## src/rtl/hbg_pkg.sv

```systemverilog
// Package: shared types for the half-bridge gate sequencer.
package hbg_pkg;
    // Which switch of a phase is commanded on.
    typedef enum logic [1:0] {
        DRV_OFF = 2'd0,
        DRV_HI  = 2'd1,
        DRV_LO  = 2'd2
    } drv_e;
endpackage

```

## src/rtl/hbg_sync.sv

```systemverilog
// Module: hbg_sync
// Two-flop synchroniser, one chain per bit.
// Assumes: each bit is an independent level, so no bus coherence is needed.
module hbg_sync #(
    parameter int WIDTH = 6
) (
    input  logic             clk,
    input  logic             rst_n,
    input  logic [WIDTH-1:0] d_async,
    output logic [WIDTH-1:0] q_sync
);
    logic [WIDTH-1:0] stage1;

    // Shift the asynchronous levels through two flops.
    always_ff @(posedge clk) begin
        if (!rst_n) begin
            stage1 <= '0;
            q_sync <= '0;
        end else begin
            stage1 <= d_async;
            q_sync <= stage1;
        end
    end
endmodule

```

## src/rtl/hbg_thermal.sv

```systemverilog
// Module: hbg_thermal
// Hysteretic over-temperature latch. Sets at or above TRIP_CODE and clears at
// or below RELEASE_CODE.
// Assumes: temp_code is already synchronous to clk; RELEASE_CODE < TRIP_CODE.
module hbg_thermal #(
    parameter int TEMP_W       = 8,
    parameter int TRIP_CODE    = 160,
    parameter int RELEASE_CODE = 140
) (
    input  logic              clk,
    input  logic              rst_n,
    input  logic [TEMP_W-1:0] temp_code,
    output logic              fault
);
    localparam logic [TEMP_W-1:0] TRIP_V = TEMP_W'(TRIP_CODE);
    localparam logic [TEMP_W-1:0] REL_V  = TEMP_W'(RELEASE_CODE);

    // Set the latch on a hot code and clear it only on a cool one.
    always_ff @(posedge clk) begin
        if (!rst_n) begin
            fault <= 1'b0;
        end else if (!fault && temp_code >= TRIP_V) begin
            fault <= 1'b1;
        end else if (fault && temp_code <= REL_V) begin
            fault <= 1'b0;
        end
    end

    AST_TRIP_SET: assert property (@(posedge clk) disable iff (!rst_n)
        ($past(rst_n) && $past(temp_code) >= TRIP_V) |-> fault);
    AST_TRIP_HOLD: assert property (@(posedge clk) disable iff (!rst_n)
        ($past(rst_n) && $past(fault) && $past(temp_code) > REL_V) |-> fault);
    AST_TRIP_CLEAR: assert property (@(posedge clk) disable iff (!rst_n)
        ($past(rst_n) && $past(temp_code) <= REL_V) |-> !fault);
endmodule

```

## src/rtl/hbg_channel.sv

```systemverilog
// Module: hbg_channel
// One phase: picks the wanted switch from the synchronised level, enable and
// fault. It drops the conducting switch at once and turns on a switch only
// after DEAD_CYC both-off cycles.
// Assumes: DEAD_CYC >= 2; inputs are already synchronous to clk.
module hbg_channel
    import hbg_pkg::*;
#(
    parameter int DEAD_CYC = 30
) (
    input  logic clk,
    input  logic rst_n,
    input  logic in_s,
    input  logic en_s,
    input  logic fault,
    output logic gate_hi,
    output logic gate_lo
);
    localparam int CNT_W = $clog2(DEAD_CYC + 1);
    localparam logic [CNT_W-1:0] CNT_LOAD = CNT_W'(DEAD_CYC - 1);
    localparam logic [CNT_W-1:0] CNT_FULL = CNT_W'(DEAD_CYC);

    drv_e             want;
    drv_e             drive;
    logic [CNT_W-1:0] gap_cnt;

    // Decide which switch this phase should be conducting.
    always_comb begin
        if (!en_s || fault) want = DRV_OFF;
        else if (in_s)      want = DRV_HI;
        else                want = DRV_LO;
    end

    // Sequence the switches: off at once, on only after the gap has run out.
    always_ff @(posedge clk) begin
        if (!rst_n) begin
            drive   <= DRV_OFF;
            gap_cnt <= CNT_LOAD;
        end else if (drive != DRV_OFF) begin
            if (want != drive) begin
                drive   <= DRV_OFF;
                gap_cnt <= CNT_LOAD;
            end
        end else if (gap_cnt != '0) begin
            gap_cnt <= gap_cnt - 1'b1;
        end else if (want != DRV_OFF) begin
            drive <= want;
        end
    end

    assign gate_hi = (drive == DRV_HI);
    assign gate_lo = (drive == DRV_LO);

    // Count consecutive both-off cycles for the gap check below.
    logic [CNT_W-1:0] off_run;
    always_ff @(posedge clk) begin
        if (!rst_n)                   off_run <= '0;
        else if (gate_hi || gate_lo)  off_run <= '0;
        else if (off_run != CNT_FULL) off_run <= off_run + 1'b1;
    end

    AST_NO_OVERLAP: assert property (@(posedge clk) disable iff (!rst_n)
        !(gate_hi && gate_lo));
    AST_GAP_HI: assert property (@(posedge clk) disable iff (!rst_n)
        $rose(gate_hi) |-> off_run == CNT_FULL);
    AST_GAP_LO: assert property (@(posedge clk) disable iff (!rst_n)
        $rose(gate_lo) |-> off_run == CNT_FULL);
    AST_PROMPT_OFF_HI: assert property (@(posedge clk) disable iff (!rst_n)
        ($past(rst_n) && $past(gate_hi) && $past(!in_s || !en_s || fault)) |-> !gate_hi);
    AST_PROMPT_OFF_LO: assert property (@(posedge clk) disable iff (!rst_n)
        ($past(rst_n) && $past(gate_lo) && $past(in_s || !en_s || fault)) |-> !gate_lo);
    AST_DISABLED_OFF: assert property (@(posedge clk) disable iff (!rst_n)
        ($past(rst_n) && !$past(en_s)) |-> (!gate_hi && !gate_lo));
endmodule

```

## src/rtl/hbg_top.sv

```systemverilog
// Module: hbg_top
// Three-phase gate sequencer: synchronises the phase levels and enables,
// runs the thermal latch and one dead-time sequencer per phase.
// Assumes: temp_code is synchronous to clk.
module hbg_top #(
    parameter int NUM_CH       = 3,
    parameter int DEAD_CYC     = 30,
    parameter int TEMP_W       = 8,
    parameter int TRIP_CODE    = 160,
    parameter int RELEASE_CODE = 140
) (
    input  logic              clk,
    input  logic              rst_n,
    input  logic [NUM_CH-1:0] phase_in,
    input  logic [NUM_CH-1:0] phase_en,
    input  logic [TEMP_W-1:0] temp_code,
    output logic [NUM_CH-1:0] gate_hi,
    output logic [NUM_CH-1:0] gate_lo
);
    localparam int SYNC_W = 2 * NUM_CH;

    logic [SYNC_W-1:0] sync_q;
    logic [NUM_CH-1:0] in_s;
    logic [NUM_CH-1:0] en_s;
    logic              fault;

    hbg_sync #(.WIDTH(SYNC_W)) u_sync (
        .clk     (clk),
        .rst_n   (rst_n),
        .d_async ({phase_en, phase_in}),
        .q_sync  (sync_q)
    );

    assign in_s = sync_q[NUM_CH-1:0];
    assign en_s = sync_q[SYNC_W-1:NUM_CH];

    hbg_thermal #(
        .TEMP_W       (TEMP_W),
        .TRIP_CODE    (TRIP_CODE),
        .RELEASE_CODE (RELEASE_CODE)
    ) u_thermal (
        .clk       (clk),
        .rst_n     (rst_n),
        .temp_code (temp_code),
        .fault     (fault)
    );

    for (genvar ch = 0; ch < NUM_CH; ch++) begin : g_ch
        hbg_channel #(.DEAD_CYC(DEAD_CYC)) u_ch (
            .clk     (clk),
            .rst_n   (rst_n),
            .in_s    (in_s[ch]),
            .en_s    (en_s[ch]),
            .fault   (fault),
            .gate_hi (gate_hi[ch]),
            .gate_lo (gate_lo[ch])
        );
    end

    AST_FAULT_ALL_OFF: assert property (@(posedge clk) disable iff (!rst_n)
        ($past(rst_n) && $past(fault)) |-> (gate_hi == '0 && gate_lo == '0));
endmodule

```

## config.mk

```make
export PLATFORM = sky130hd
export DESIGN_NAME = hbg_top
export DESIGN_NICKNAME = d
export VERILOG_FILES = /design/src/rtl/hbg_pkg.sv /design/src/rtl/hbg_sync.sv /design/src/rtl/hbg_thermal.sv /design/src/rtl/hbg_channel.sv /design/src/rtl/hbg_top.sv
export SDC_FILE = /design/constraint.sdc
export NUM_CORES = 1
export LEC_CHECK = 0
export CAP_MARGIN = 10
export CORE_UTILIZATION = 50
export DETAILED_ROUTE_END_ITERATION = 6
export DONT_BUFFER_PORTS = 1
export GPL_TIMING_DRIVEN = 0
export REMOVE_ABC_BUFFERS = 1
export SETUP_SLACK_MARGIN = 0.05
export SLEW_MARGIN = 5
export SYNTH_ARGS = -nofsm -noshare
export SYNTH_HDL_FRONTEND = slang
export SYNTH_SLANG_ARGS = --single-unit
```

## constraint.sdc

```tcl
create_clock -name clk -period 1.6 [get_ports clk]
set_input_delay 0.08 -clock clk [delete_from_list [all_inputs] [get_ports clk]]
set_output_delay 0.08 -clock clk [all_outputs]
set_load 0.005 [all_outputs]
```

==> results_dict.tcl <==
set metrics [dict create \
    vias 1240 \
    failed_checks "negative hold slack" \
    place.gp.congestion 0.735 \
    cellPowerDensity_nw_per_um2 892 \
    syn_to_final_growth_pct 17.9 \
    grt_pass1_vias 1113 \
    cts_sinks 34 \
    pre_cts_ws_ns -0.155 \
    rows 20 \
    routed_wl_mm 2.97 \
    endpoint_kind "flip-flop" \
    synth_top_area_cell "dfxtp_1" \
    wl_per_cell_um 13.2 \
    setup_viol 0 \
    ys_ff_latch 34 \
    slowest_stage "dfxtp_2" \
    maxCapViolations 0 \
    seq_area_frac_synth_pct 41.4 \
    placed_area_sq_um 1610 \
    dieHeight_um 59.4 \
    clkLatencyLatePin_ns 0.34 \
    tightestPinTransition_ns 0.449 \
    rsz0062_at_grt "true" \
    synthCells 165 \
    fin_area_sq_um 1940 \
    drv_slew 0 \
    cts.clk_slew.worst_paths_ns 0.11 \
    synth_edf_count 0 \
    crit_path_max_incr_delay_ns 0.37 \
    overflow 0 \
    synth.distinct_cells 49 \
    numCtsBuffers 5 \
    worst_path_most_repeated_cell "buf_4" \
    final_hold_viol_count 14 \
    dp_hpwl_mm 1.90 \
    vdd_drop_max_v 0.000539 \
    cp.arrival_ns 1.72 \
    drtPass1Iterations 4 \
    cts_tree "yes" \
    setup_ws_ns 0.113 \
    grt.total_usage_pct 18.9 \
    htreeDepth 2 \
    synthArstFlopShare_pct 0 \
    pin_count 22 \
    final_core_util_pct 63.0 \
    antenna_left 0 \
    synth_ff_type "dfxtp_1" \
    grt_pass1_wl_mm 4.91 \
    antenna_found_initial 0 \
    worstSetupPathType "reg -> reg" \
    crit_required_ns 1.84 \
    grt_max_degree 29 \
    fillers 275 \
    fin_crit_ns 1.49 \
    die_x_um 59.4 \
    via_per_inst 5.54 \
    core_area_sq_um 3080 \
    first_iter_violations 56 \
    synth_warnings 0 \
    synth_top_area_share_pct 41.4 \
    layout_worst_path_cycle_share_pct 93.0 \
    synth_area_leaders "dfxtp_1, and2_1, nor2b_1, buf_4, nor4b_2" \
    path_cells "inv_1, ha_2, nor4b_4, buf_4, buf_4, and3_1, o31a_1" \
    crit_fanout 6 \
    drive_above_1_share_pct 18.3 \
    avgSynthCellArea_sq_um 9.97 \
    slew_headroom_pct 70.0 \
    hold_class "in -> reg" \
    cts_root_buffer "clkbuf_4" \
    n_antenna_cell 0 \
    whs_ns -0.178 \
    cts_hold_buf 18 \
    syn_area_sq_um 1650 \
    dieArea_sq_um 3520 \
    io_buffers 0 \
    finClkSkew_ns 0.00541 \
    p_leak_uw 0.000789 \
    start_kind "flip-flop" \
    register_area_sq_um 684 \
    status "finished, violations left" \
    multiInputGateArea_sq_um 885 \
    nets 198 \
    drc 0 \
    start_util_pct 53.5 \
    timing.fmax_ghz 0.672 \
    clk_path_buf_depth 2 \
]
[final cells by class]
cell class	count	area share, %
clock inverter	3	2.32
multi-input combinational	108	45.6
clock buffer	5	1.94
timing repair buffer	20	10.1
inverter	10	1.94
tap	44	2.84
sequential	34	35.3
[Yosys cell counts (2+ instances only)]
cell type  number
nand3_1         2
nand2_1         5
nor3_1          6
and2_1         12
nand4b_1        2
clkbuf_1        2
inv_1          10
nor4_1          3
ha_1            3
a21o_1          4
dfxtp_1        34
buf_4           8
nand2b_1        2
buf_2           2
nand4_1         2
a221o_1         2
o31ai_4         2
a21oi_1         2
nor2b_1        10
o31a_1          4
o2111ai_1       2
nor4b_1         4
o31ai_1         2
nor2_1          9
o21ai_0         4
nor4b_2         4
[layer usage]
layer  track usage (%)  routed length [um]
met1              23.5                1390
met2              30.3                1430
met3              5.02                  97
met4              9.18                  47
met5                 0                   0
[cell families (layout without fill, tap and decap cells)]
family / count (synthesis) / in the layout / synth area share [%]
AO/OA/AOI/OAI: 29 / 29 / 16.1
multiplexers: 2 / 2 / 1.29
AND/OR/NAND/NOR: 74 / 74 / 31.3
flip-flops: 34 / 34 / 41.4
adder cells (fa/ha/maj): 3 / 3 / 2.28
buffers and inverters: 23 / 38 / 7.68
[final timing paths]
| path | start | end | slack [ns] | cells after the start |
|---|---|---|---|---|
| hold reg to reg | u_sync.q_sync[3] | g_ch[0].u_ch.drive[0] | 0.50 | 2 |
| hold / removal | rst_n | g_ch[1].u_ch.gap_cnt[3] | -0.18 | 1 |
| setup reg to reg | g_ch[1].u_ch.gap_cnt[0] | g_ch[1].u_ch.gap_cnt[1] | 0.11 | 7 |
| setup / recovery | g_ch[1].u_ch.gap_cnt[0] | g_ch[1].u_ch.gap_cnt[1] | 0.11 | 7 |
[through the flow]
step | total power, uW | cells | TNS [ns]
4_1_cts | 1740 | 222 | 0
6_report | 1730 | 224 | 0
3_3_place_gp | 1060 | 196 | -0.238
3_5_place_dp | 1070 | 196 | -0.787
2_1_floorplan | 1040 | 152 | 0
5_1_grt | 1810 | 224 | 0
[cell usage in the layout (no fill, tap or decap), types with 5 or more instances in the layout]
cell,n
dfxtp_1,31
nor2_1,9
inv_1,10
dlygate4sd3_1,18
nor2b_1,10
and2_1,12
clkbuf_4,5
nand2_1,5
[what timing repair did]
action                                  4_1_cts  5_1_grt
buffers inserted                              0        2
endpoints found under the hold margin        27       14
resized for setup                             4        8
endpoints found under the setup margin       11        9
[worst max-delay path: cells and delay by family, from the launching register on]
kind	cells	cell delay, ns
simple gates	2	0.27
buf+inv	3	0.34
compound gates	1	0.22
fa+ha+maj	1	0.18
flops	1	0.37
[power breakdown]
group          internal [uW]  switching, uW
registers                889           39.8
clock network            328            313
logic                    102           59.1
[state kept, by name, summed over array words and instances (netlist names)]
name	cells
u_sync.q_sync	6
u_thermal.fault	1
u_sync.stage1	6
g_ch.u_ch.drive	6
g_ch.u_ch.gap_cnt	15
No activity file was read; power rests on OpenSTA's default activity.
